[src/rtl/wdg_pkg.sv]
package wdg_pkg;

    localparam int WD_CNT_W = 8;
    localparam int WD_KEY_W = 7;

    typedef enum logic {
        WD_HALT = 1'b0,
        WD_RUN  = 1'b1
    } wd_cmd_e;

    typedef struct packed {
        logic [WD_CNT_W-1:0] count;
        wd_cmd_e             cmd;
        logic [WD_KEY_W-1:0] key;
    } wd_write_t;

    function automatic logic key_matches(input logic [WD_KEY_W-1:0] stored,
                                         input logic [WD_KEY_W-1:0] cand);
        return cand == ~stored;
    endfunction

endpackage

[src/rtl/wdg_prescaler.sv]
module wdg_prescaler #(
    parameter int DIV = 131072
) (
    input  logic clk,
    input  logic rst,
    input  logic clr,
    input  logic en,
    output logic tick
);
    localparam int PW = (DIV > 1) ? $clog2(DIV) : 1;

    logic [PW-1:0] phase_q;

    assign tick = en && (phase_q == PW'(DIV - 1));

    always_ff @(posedge clk) begin
        if (rst || clr) begin
            phase_q <= '0;
        end else if (tick) begin
            phase_q <= '0;
        end else if (en) begin
            phase_q <= phase_q + 1'b1;
        end
    end
endmodule

[src/rtl/wdg_keycheck.sv]
module wdg_keycheck
    import wdg_pkg::*;
#(
    parameter logic [WD_KEY_W-1:0] KEY_INIT = 7'h2A
) (
    input  logic                clk,
    input  logic                rst,
    input  logic                wr_en,
    input  logic [WD_KEY_W-1:0] wr_key,
    output logic                accept,
    output logic [WD_KEY_W-1:0] last_key
);
    assign accept = wr_en && key_matches(last_key, wr_key);

    always_ff @(posedge clk) begin
        if (rst) begin
            last_key <= KEY_INIT;
        end else if (accept) begin
            last_key <= wr_key;
        end
    end
endmodule

[src/rtl/wdg_counter.sv]
module wdg_counter
    import wdg_pkg::*;
#(
    parameter int RST_CYCLES = 16
) (
    input  logic                clk,
    input  logic                rst,
    input  logic                accept,
    input  wd_write_t           wr,
    input  logic                tick,
    output logic [WD_CNT_W-1:0] cnt,
    output logic                running,
    output logic                nmi,
    output logic                sys_rst
);
    localparam int RW = $clog2(RST_CYCLES + 1);

    logic          do_load, do_halt, do_step, expire;
    logic [RW-1:0] rst_left_q;

    assign do_load = accept && (wr.cmd == WD_RUN);
    assign do_halt = accept && (wr.cmd == WD_HALT);
    assign do_step = !accept && running && tick;
    assign expire  = do_step && (cnt <= WD_CNT_W'(1));

    always_ff @(posedge clk) begin
        if (rst) begin
            cnt        <= '0;
            running    <= 1'b0;
            nmi        <= 1'b0;
            rst_left_q <= '0;
        end else begin
            if (do_load) begin
                cnt     <= wr.count;
                running <= 1'b1;
            end else if (do_halt) begin
                running <= 1'b0;
            end else if (expire) begin
                cnt     <= '0;
                running <= 1'b0;
            end else if (do_step) begin
                cnt <= cnt - 1'b1;
            end
            nmi <= do_step && (cnt == WD_CNT_W'(2));
            if (expire) begin
                rst_left_q <= RW'(RST_CYCLES);
            end else if (rst_left_q != '0) begin
                rst_left_q <= rst_left_q - 1'b1;
            end
        end
    end

    assign sys_rst = (rst_left_q != '0);
endmodule

[src/rtl/keyed_watchdog.sv]
module keyed_watchdog
    import wdg_pkg::*;
#(
    parameter int                  PRESCALE_DIV = 131072,
    parameter int                  RST_CYCLES   = 16,
    parameter logic [WD_KEY_W-1:0] KEY_INIT     = 7'h2A
) (
    input  logic                clk,
    input  logic                rst,
    input  logic                wr_en,
    input  logic [WD_CNT_W-1:0] wr_cnt,
    input  logic                wr_cmd,
    input  logic [WD_KEY_W-1:0] wr_key,
    output logic [WD_CNT_W-1:0] cnt_o,
    output logic                nmi_o,
    output logic                sys_rst_o
);
    wd_write_t           wr_word;
    logic                key_accept;
    logic [WD_KEY_W-1:0] stored_key;
    logic                wd_running;
    logic                slow_tick;
    logic                pre_clr;

    assign wr_word.count = wr_cnt;
    assign wr_word.cmd   = wd_cmd_e'(wr_cmd);
    assign wr_word.key   = wr_key;

    assign pre_clr = !wd_running || (key_accept && wr_word.cmd == WD_RUN);

    wdg_keycheck #(.KEY_INIT(KEY_INIT)) u_key (
        .clk(clk), .rst(rst), .wr_en(wr_en), .wr_key(wr_key),
        .accept(key_accept), .last_key(stored_key)
    );

    wdg_prescaler #(.DIV(PRESCALE_DIV)) u_pre (
        .clk(clk), .rst(rst), .clr(pre_clr), .en(wd_running), .tick(slow_tick)
    );

    wdg_counter #(.RST_CYCLES(RST_CYCLES)) u_cnt (
        .clk(clk), .rst(rst), .accept(key_accept), .wr(wr_word),
        .tick(slow_tick), .cnt(cnt_o), .running(wd_running),
        .nmi(nmi_o), .sys_rst(sys_rst_o)
    );
endmodule

[config.mk]
export PLATFORM = sky130hd
export DESIGN_NAME = keyed_watchdog
export DESIGN_NICKNAME = d
export VERILOG_FILES = /design/src/rtl/wdg_pkg.sv /design/src/rtl/wdg_prescaler.sv /design/src/rtl/wdg_keycheck.sv /design/src/rtl/wdg_counter.sv /design/src/rtl/keyed_watchdog.sv
export SDC_FILE = /design/constraint.sdc
export NUM_CORES = 1
export LEC_CHECK = 0
export ABC_CLOCK_PERIOD_IN_PS = 3320
export BUFFER_PORTS_ARGS = -buffer_cell sky130_fd_sc_hd__clkbuf_2
export CORE_UTILIZATION = 55
export CTS_BUF_LIST = sky130_fd_sc_hd__clkbuf_4
export CTS_CLUSTER_DIAMETER = 40
export DETAILED_ROUTE_END_ITERATION = 10
export PLACE_DENSITY = 0.77
export SLEW_MARGIN = 20
export SYNTH_ARGS = -nofsm -noshare
export SYNTH_HDL_FRONTEND = slang
export SYNTH_HIERARCHICAL = 1
export SYNTH_SLANG_ARGS = --single-unit
[constraint.sdc]
create_clock -name clk -period 3.32 [get_ports clk]
set_clock_uncertainty 0.05 [all_clocks]
set_input_delay 0.664 -clock clk [delete_from_list [all_inputs] [get_ports clk]]
set_output_delay 0.664 -clock clk [all_outputs]
set_load 0.05 [all_outputs]
==> results of run 1 <==
-- state kept, by name (all words and copies together), names as in the netlist --
name / cells
u_pre/phase_q: 17
u_key/last_key: 7
u_cnt/rst_left_q: 5
u_cnt/cnt: 8
u_cnt/nmi: 1
u_cnt/running: 1
-- final cells by class --
class	instances	area (sq um)
inverters	9	33.78
repair buffers	28	140.1
clock buffers	6	45.04
clock inverters	2	7.507
flip-flops and latches	39	780.7
fillers	285	1196
multi-input cells	168	1129
well taps	46	57.56
-- how the worst max path moves through the flow --
stage                                        startpoint                        end  depth (start not counted)
after floorplan           u_pre/phase_q[3]$_SDFFE_PP0P_  u_cnt/cnt[7]$_SDFFE_PP0P_                         10
after global placement    u_pre/phase_q[3]$_SDFFE_PP0P_  u_cnt/cnt[3]$_SDFFE_PP0P_                          9
after detailed placement  u_pre/phase_q[3]$_SDFFE_PP0P_  u_cnt/cnt[3]$_SDFFE_PP0P_                          9
after CTS                 u_pre/phase_q[3]$_SDFFE_PP0P_  u_cnt/cnt[3]$_SDFFE_PP0P_                          9
after global routing      u_pre/phase_q[6]$_SDFFE_PP0P_  u_cnt/cnt[3]$_SDFFE_PP0P_                          9
final                     u_pre/phase_q[3]$_SDFFE_PP0P_  u_cnt/cnt[3]$_SDFFE_PP0P_                          9
-- critical path, delay by kind of cell, from the launching register on --
kind	cells	cell delay [ns]
flip-flops	1	0.44
adder cells (fa/ha/maj)	1	0.17
AO/OA/AOI/OAI	2	0.80
AND/OR/NAND/NOR	6	1.20
-- where the power goes --
| group | switching, mW | internal (mW) | total [mW] |
|---|---|---|---|
| Sequential | 0.0201 | 0.491 | 0.511 |
| Clock | 0.149 | 0.0867 | 0.236 |
| Combinational | 0.117 | 0.0854 | 0.203 |
-- placed cells by master, fill, tap and decap left out, types with 2 or more instances in the layout --
cell	netlist	layout
xor2_1	12	12
xnor2_1	10	10
a21oi_1	9	9
nand2b_1	8	8
nand3b_1	2	2
nand4_1	7	7
inv_1	9	9
o41ai_1	2	2
nand2_1	10	10
clkbuf_2	2	28
clkbuf_4	0	6
clkinv_1	0	2
dfxtp_1	39	39
a22oi_1	2	2
nor4_1	3	3
or3_1	4	4
a31oi_1	5	5
ha_1	6	6
o21ai_0	4	4
nor3_1	9	9
or4_1	4	4
or2b_1	2	2
nor2_1	27	27
mux2i_1	9	9
o31ai_1	2	2
nand3_1	10	10
-- logic make-up (layout without fill, tap and decap cells) --
logic type,Yosys count,in the layout,synth area share
AOI/OAI and AO/OA,31,31,0.1032
xor gates and xnor gates,22,22,0.09691
adders and majority gates,6,6,0.03776
and+or+nand+nor,100,100,0.2845
DFF,39,39,0.3927
muxes,9,9,0.04531
buffers and inverters,18,45,0.03964
-- per-stage QoR --
| step | area, sq um | total power, mW | hold WS, ns | std cells | setup WS [ns] |
|---|---|---|---|---|---|
| final | 2193 | 0.9500 | 0.4413 | 298 | 0.6144 |
| after global placement | 2141 | 0.7212 | 0.4178 | 290 | 0.7198 |
| after global routing | 2193 | 1.013 | 0.4543 | 298 | 0.3545 |
| after detailed placement | 2141 | 0.7275 | 0.4270 | 290 | 0.6432 |
| after CTS | 2193 | 0.9597 | 0.4449 | 298 | 0.6426 |
| after floorplan | 1988 | 0.6907 | 0.3974 | 225 | 0.9273 |
-- layer usage --
layer / vias up / routed length, microns
met5: - / 0
met4: 0 / 31
met3: 4 / 167
met2: 43 / 1692
met1: 759 / 1705
li1: 850 / -
==> metrics.txt, run 1 <==
status finished, final reports clean; DR WL/cell 12.07 microns; Top FF cell, synth dfxtp_1; Syn Inst Count 225; nets@finish 276; Area Growth Syn to Fin 10.32%; post-synthesis async set-or-reset flop share 0; die area 0.003860 sq mm; GR met1 Demand/Resource 0.2471; total CTS buffers 5; # diodes 0; Avg Synthesized Cell Area 8.836 sq um; Detail Route Antenna Nets 0; Clock transition at path regs ~0.13 ns; Peak VDD IR about 0.22 mV; cell taking the most area after synthesis dfxtp_1; die width 62.13 microns; top post-synthesis cells by count dfxtp_1 (39), nor2_1 (27), xor2_1 (12); reg2reg path depth 9; slowest stage delay, CP 0.53 ns; global-route wire length before repair 6.417 mm; antenna violations before repair 0; WS Path Type reg -> reg; fin util 0.6471; clock latency on the worst-skew pair 0.35 ns; CTS Hold Bufs 0; Cell Pwr Density 433.1 mW/mm^2; Yosys top cell area share 0.3927; cell breakdown of the critical path nand3_4 > or3_4 > nor3_1 > ha_1 > and2_1 > nand3b_1 > a31oi_1 > nand2_1 > a311oi_1; worst hold path startpoint u_key/last_key[6]$_SDFFE_PP0P_; Total GRT Usage 0.2030; share of cells above drive strength 1 0.1667; Max-cap violations 0; r2r startpoint u_pre/phase_q[3]$_SDFFE_PP0P_; CTS tree done; #FFs+latches synth 39; Tmin final 2.706 ns; setup TNS 0 ns; Ys Warns 6; fmax ~370 MHz; Crit. End Element flip-flop; synth top area cells dfxtp_1 (39%), xor2_1 (5.3%), nor2_1 (5.1%); DRC 0; Sinks on Clock Net 39; grt met2 use 0.3407; Final period util 0.8149; register area share after synthesis 0.3927; Initial Utilization 0.5866; syn_nets 250; post-synth cell types 48; Post-CTS Resized 0; DR vias/cell 5.557; postcts setup bufs 0; Worst-Margin Slew 0.5974 ns; startpoint class of the critical path flip-flop; Reg2Reg Setup Slack 0.61 ns; WP data required 3.54 ns; Top Usage Layer GRT met2; number of port buffers 28; final WL 3.597 mm; Rows 21; post-DP HPWL 2.585 mm; dominant cell by count in the synthesized netlist dfxtp_1; Mapped Area around 0.002 sq mm; pin count of the biggest net entering global routing 32; vias in the first global route 1553; Worst Path Arrival between 2 and 3 ns; Hold Path Sink u_key/last_key[6]$_SDFFE_PP0P_; reg2reg end u_cnt/cnt[3]$_SDFFE_PP0P_; RSZ-0062 raised after global routing false; drt pass-1 iters 4; Max clock buf depth 2; DRT iter0 DRCs 178; htree depth 2; die height 62.13 microns; relative slew slack 0.5999; Slew Limit Fails 0; crit path max-delay cell type a31oi_1; grt met3 use 0.04963; Final GP Congestion 0.8236; EDFF count, synth 0; root buffer cell clkbuf_4; CORE AREA between 0.003 and 0.004 sq mm; critical path peak fanout 9; routed vias ~1700; Final Hold Vio Count 0; Lkg Pwr 0.7347 nW; I/O pins 29; GRT overflow 0; Setup-failing EPs final 0; worst min path class reg -> reg; Worst Hold Depth 2
(Power assumes the default switching activity.)
==> inputs of run 2 (changes only) <==
--- a/config.mk
+++ b/config.mk
@@ -5,13 +5,14 @@
 export SDC_FILE = /design/constraint.sdc
 export NUM_CORES = 1
 export LEC_CHECK = 0
-export ABC_CLOCK_PERIOD_IN_PS = 3320
+export ABC_AREA = 1
+export ABC_CLOCK_PERIOD_IN_PS = 2400
 export BUFFER_PORTS_ARGS = -buffer_cell sky130_fd_sc_hd__clkbuf_2
-export CORE_UTILIZATION = 55
+export CORE_UTILIZATION = 54
 export CTS_BUF_LIST = sky130_fd_sc_hd__clkbuf_4
 export CTS_CLUSTER_DIAMETER = 40
 export DETAILED_ROUTE_END_ITERATION = 10
-export PLACE_DENSITY = 0.77
+export PLACE_DENSITY = 0.78
 export SLEW_MARGIN = 20
 export SYNTH_ARGS = -nofsm -noshare
 export SYNTH_HDL_FRONTEND = slang
==> constraint.sdc (replaced) <==
create_clock -name clk -period 2.4 [get_ports clk]
set_clock_uncertainty 0.05 [all_clocks]
set_input_delay 0.48 -clock clk [delete_from_list [all_inputs] [get_ports clk]]
set_output_delay 0.48 -clock clk [all_outputs]
set_load 0.05 [all_outputs]
==> run 2 against run 1 <==
Compared with the run above:
- combinational power rose by 33%
- design area rose by 20%
- worst hold slack got worse by 0.14 ns
- total power rose by 59%
- sequential cell count did not move
- clock-buffer cell count fell by 1
- die area rose by 18%
- setup slack got worse by 0.42 ns
- via count rose by 35%
- area after synthesis rose by 16%
- sequential power rose by 34%
- critical endpoint is now u_cnt/cnt[5]$_SDFFE_PP0P_
- largest cell class unchanged
- largest power group unchanged
==> metrics.txt, run 2 <==
Synth Area in XOR/XNOR 0.01517; critical path peak fanout 6; drt pass-1 iters 4; die area 0.004543 sq mm; Mapped Area ~0.0023 sq mm; Rows 23; CORE AREA 0.004058 sq mm; DRT iter0 DRCs 107; root buffer cell clkbuf_4; status finished, final reports clean; sequential share of power 0.454; adder-cell share of the synthesized area 0.03250; Worst Hold Depth 3; switching pwr 0.4076 mW; die height 67.40 microns; number of port buffers 28; worst min path class in -> reg; post-synthesis async set-or-reset flop share 0; most common cell after layout, fill and taps aside nand2_1; Top FF cell, synth dfxtp_1; Final GP Congestion 0.7997; dominant cell by count in the synthesized netlist nand2_1; delay-heaviest family, CP simple AND/OR/NAND/NOR gates; share of cells above drive strength 1 0.2165; Worst Path Arrival 2.41 ns; clock latency on the worst-skew pair about 0.35 ns; Slew Limit Fails 0; nets@finish 412; Post-Synth Simple-Gate Area 0.4296; vias in the first global route ~1900; pin count of the biggest net entering global routing 14; # diodes 0; Initial Utilization 0.5692; Final Hold Vio Count 0; Tmin final 2.201 ns; syn_nets 376; EDFF count, synth 0; top post-synthesis cells by count nand2_1 (95), nor2_1 (49), inv_1 (41), dfxtp_1 (39), nand3_1 (28); synth top area cells dfxtp_1 (34%), nand2_1 (15%), nor2_1 (8.0%); slowest stage delay, CP about 0.4 ns; Biggest register u_pre/phase_q; Cell Pwr Density 573.4 mW/mm^2; Total GRT Usage 0.2290; placed instance area 0.002512 sq mm; hold slack between 0.3 and 0.4 ns; total CTS buffers 5; Final period util 0.9170; WP data required 2.61 ns; Ys Warns 6; Max-cap violations 0; combinational share of power 0.179; crit path max-delay cell type dfxtp_1; die width 67.40 microns; DR WL/cell 10.95 microns; Peak VDD IR 0.6514 mV; CTS tree done; post-DP HPWL 3.608 mm; final WL 4.796 mm; Syn Inst Count 351; global-route wire length before repair 7.866 mm; Lkg Pwr 1.123 nW; Max clock buf depth 2; #FFs+latches synth 39; number of flip-flops in the largest register 17; critical path depth 15; Clk pwr share 0.367; setup TNS 0 ns; mux cell area share after synthesis 0; Detail Route Antenna Nets 0; DR vias/cell between 5 and 6; Crit. End Element flip-flop; Worst-Margin Slew 0.3513 ns; GRT overflow 0; reg2reg path depth 15; Setup-failing EPs final 0; Sinks on Clock Net 39; CP Buf/Inv Count 2; post-synth cell types 32; Area Growth Syn to Fin 14.03%; htree depth 2; largest family of logic cells by synthesized area simple AND/OR/NAND/NOR gates; WS Path Type reg -> reg; fmax between 400 and 500 MHz; internal power 1.103 mW; compound-cell area share of the yosys netlist 0.09697; relative slew slack 0.7645; Clock transition at path regs 0.12 ns; sw frac 0.2699; biggest regs u_pre/phase_q x17, u_cnt/cnt x8, u_key/last_key x7; DRC 0; Avg Synthesized Cell Area 6.580 sq um; routed vias roughly 2200; register area share after synthesis 0.3380; I/O pins 29; Yosys top cell area share 0.3380; antenna violations before repair 0; cell taking the most area after synthesis dfxtp_1; cell breakdown of the critical path ha_1 > nand3_1 > nor2_4 > inv_1 > nor2_1 > ha_1 > nand2_1 > inv_1 > nand3_2 > nor2_1 > nand2_2 > nand2_4 > nor2_2 > nand3_1 > nand2_1; fin area 0.002634 sq mm; most frequent cells in the layout nand2_1 (95), nor2_1 (49), inv_1 (41); startpoint class of the critical path flip-flop
-- run 2: cell types whose count changed after synthesis, moves of 10 or more --
cell / delta
nand2_1: +85
inv_1: +32
nor2_1: +22
nand3_1: +18
xor2_1: -10
-- run 2: power groups by stage --
stage | Combinational, mW | Clock [mW] | Sequential, mW
2_1_floorplan | 0.201 | 0 | 0.699
3_3_place_gp | 0.267 | 0 | 0.700
3_5_place_dp | 0.274 | 0 | 0.701
4_1_cts | 0.275 | 0.567 | 0.686
5_1_grt | 0.311 | 0.587 | 0.690
6_report | 0.271 | 0.554 | 0.686
-- run 2: layout make-up --
cell class                 instances  area (sq um)
fill                             370          1424
inverter                          49         187.7
tap                               50         62.56
clock inverter                     3         67.56
sequential                        39         784.5
timing repair buffer              31         162.7
clock buffer                       5         37.54
multi-input combinational        261          1331
-- run 2: layer usage --
metal,up-vias,GRT usage,wire (microns)
li1,1181,-,-
met1,990,0.2766,2202
met3,10,0.05068,186
met4,0,0.08777,86
met2,47,0.3925,2321
met5,-,0,0
-- run 2: final timing paths --
| check | endpoint | start | slack, ns |
|---|---|---|---|
| worst max-delay path | u_cnt/cnt[5]$_SDFFE_PP0P_ | u_pre/phase_q[0]$_SDFFE_PP0P_ | 0.20 |
| worst min-delay path | u_cnt/cnt[5]$_SDFFE_PP0P_ | wr_cnt[5] | 0.31 |
| worst max register to register | u_cnt/cnt[5]$_SDFFE_PP0P_ | u_pre/phase_q[0]$_SDFFE_PP0P_ | 0.20 |
| worst min register to register | u_cnt/rst_left_q[0]$_SDFFE_PP0P_ | u_cnt/rst_left_q[0]$_SDFFE_PP0P_ | 0.43 |
-- run 2: cell families after synthesis --
kind of cell             count (synthesis)
AND/OR/NAND/NOR                        213
AO/OA/AOI/OAI                           38
buffers and inverters                   51
flip-flops                              39
XOR/XNOR                                 4
adder cells (fa/ha/maj)                  6
-- run 2: worst register-to-register path, stage by stage (launching register included) --
cell and delay [ns]:
dfxtp_1 0.40, ha_1 0.21, nand3_1 0.14, nor2_4 0.13, inv_1 0.04, nor2_1 0.11
ha_1 0.17, nand2_1 0.08, inv_1 0.09, nand3_2 0.18, nor2_1 0.18, nand2_2 0.09
nand2_4 0.11, nor2_2 0.05, nand3_1 0.06, nand2_1 0.05
-- run 2: what timing repair did --
item	4_1_cts	5_1_grt
hold buffers	0	0
resized for setup	0	4
setup endpoints to repair	0	2
buffers inserted	0	1
endpoints found under the hold margin	0	0
-- run 2: through the flow --
| step | utilization | setup slack (ns) | std cells | power (mW) |
|---|---|---|---|---|
| floorplan | - | 0.4792 | 351 | 0.8992 |
| global placement | 0.6192 | 0.3343 | 429 | 0.9672 |
| detailed placement | 0.6192 | 0.2321 | 429 | 0.9742 |
| CTS | 0.6451 | 0.1954 | 437 | 1.528 |
| global route | 0.6491 | -0.04871 | 438 | 1.588 |
| finish | 0.6491 | 0.1991 | 438 | 1.510 |
==> inputs of run 3 (changes only) <==
==> constraint.sdc (replaced) <==
create_clock -name clk -period 2.4 [get_ports clk]
set_clock_uncertainty 0.05 [all_clocks]
set_input_delay 0.12 -clock clk [delete_from_list [all_inputs] [get_ports clk]]
set_output_delay 0.12 -clock clk [all_outputs]
set_load 0.05 [all_outputs]
==> run 3 against run 2 <==
Compared with the run above:
- global-route usage is 0.99 points lower
- via count down 1.1%
- register-to-register slack gained 0.03 ns
- worst hold slack lost 0.28 ns
- combinational power down 5%
- design area increased by 0.66%
- first-iteration DRC count is 3.7% higher
- critical path type unchanged
- largest power group unchanged
- highest routed layer unchanged
==> metrics.txt, run 3 (synthesized netlist as in run 2, its figures left out) <==
status finished, final reports clean; WS Path Type reg -> reg; Biggest register u_pre/phase_q; startpoint class of the critical path flip-flop; vias in the first global route 1806; # diodes 0; DRC 0; final WL 4.493 mm; fmax 459.6 MHz; pin count of the biggest net entering global routing 14; Non-Filler Instances 440; DR vias/cell 5.007; DRT iter0 DRCs 111; Total GRT Usage 0.2191; Final period util 0.9065; die height 67.40 microns; placed instance area 0.002505 sq mm; htree depth 2; Peak VDD IR about 0.63 mV; most frequent cells in the layout nand2_1 (95), nor2_1 (49), inv_1 (41); most common cell after layout, fill and taps aside nand2_1; Clock transition at path regs 0.12 ns; Cell Pwr Density 563.2 mW/mm^2; Max clock buf depth 2; Final GP Congestion roughly 0.8; drt pass-1 iters 4; number of port buffers 28; relative slew slack 0.7531; Setup-failing EPs final 0; I/O pins 29; Lkg Pwr approximately 1.1 nW; Multi-input gate area 0.001326 sq mm; placed cell count around 430; Final Hold Vio Count 0; WP data required around 2.7 ns; post-DP HPWL between 3 and 4 mm; Rows 23; register area 782.0 sq um; Max-cap violations 0; RSZ-0062 raised after global routing false; hold slack 0.02401 ns; Worst-Margin Slew 0.3690 ns; CORE AREA a little over 0.004 sq mm; CTS tree done; share of cells above drive strength 1 0.2051; critical path peak fanout 8; routed vias 2203; Crit. End Element flip-flop; antenna violations before repair 0; Area Growth Syn to Fin 14.79%; number of flip-flops in the largest register 17; global-route wire length before repair approximately 7.5 mm; Sinks on Clock Net 39; DR WL/cell 10.21 microns; root buffer cell clkbuf_4; nets@finish 414; Slew Limit Fails 0; biggest regs u_pre/phase_q x17, u_cnt/cnt x8, u_key/last_key x7; clock latency on the worst-skew pair 0.35 ns; total CTS buffers 5; worst min path class in -> reg; fillers 362; Initial Utilization 0.5692; Detail Route Antenna Nets 0; Tmin final 2.176 ns; GRT overflow 0; fin area approximately 0.0027 sq mm; die width 67.40 microns; fin util 0.6534; Worst Path Arrival 2.43 ns; setup TNS 0 ns; die area 0.004543 sq mm
-- run 3: cell types whose count changed in the layout (fill, tap and decap cells not counted) --
cell	previous run	this run
dlygate4sd3_1	0	4
buf_4	3	1
dfxtp_1	36	38
dfxtp_2	3	1
nand2_2	7	8
nand2_4	2	1
-- run 3: where the power goes --
part | total (mW) | switching (mW) | internal [mW] | leakage, nW
combinational | 0.258 | 0.159 | 0.0986 | 0.761
clock | 0.550 | 0.226 | 0.324 | 0.0514
sequential | 0.686 | 0.0148 | 0.671 | 0.316
total | 1.49 | 0.400 | 1.09 | 1.13
-- run 3: critical path: stages, from the launching register on --
cell and delay, ns:
dfxtp_1 0.39, ha_1 0.20, nand3_1 0.13, nor2_4 0.15, inv_1 0.05, nor2_1 0.12
ha_1 0.17, nand2_1 0.08, inv_1 0.07, nand3_2 0.15, nand2_2 0.18, nand2_1 0.08
o21ai_0 0.16, nand3_1 0.09, nand2_1 0.06
-- run 3: through the flow --
stage | setup slack, ns | power, mW
6_report | 0.2243 | 1.493
5_1_grt | 0.003691 | 1.575
4_1_cts | 0.2241 | 1.515
3_5_place_dp | 0.2538 | 0.9553
3_3_place_gp | 0.3377 | 0.9505
2_1_floorplan | 0.4792 | 0.8992
-- run 3: worst paths after layout --
path | from | end | slack, ns | depth (start not counted)
max | u_pre/phase_q[0]$_SDFFE_PP0P_ | u_cnt/cnt[5]$_SDFFE_PP0P_ | 0.22 | 14
min | wr_key[3] | u_key/last_key[3]$_SDFFE_PP1P_ | 0.02 | 3
max reg2reg | u_pre/phase_q[0]$_SDFFE_PP0P_ | u_cnt/cnt[5]$_SDFFE_PP0P_ | 0.22 | 14
min reg2reg | u_cnt/rst_left_q[0]$_SDFFE_PP0P_ | u_cnt/rst_left_q[0]$_SDFFE_PP0P_ | 0.43 | 2
-- run 3: layer usage --
layer / global-route usage / vias up / share of wire
li1: - / 1182 / -
met1: 0.2697 / 973 / 0.49
met2: 0.3738 / 41 / 0.46
met3: 0.05068 / 7 / 0.034
met4: 0.07181 / 0 / 0.013
met5: 0 / - / 0
-- run 3: layout make-up --
type | instances | area share
clock inverter | 3 | 0.02548
clock buffer | 5 | 0.01416
sequential | 39 | 0.2950
inverter | 49 | 0.07079
tap | 50 | 0.02360
timing repair buffer | 33 | 0.07079
multi-input combinational | 261 | 0.5002
-- run 3: timing repair --
action,in CTS,in global routing
setup buffers,0,0
endpoints found under the hold margin,4,0
resized for setup,0,1
setup endpoints to repair,0,2
hold buffers,4,0
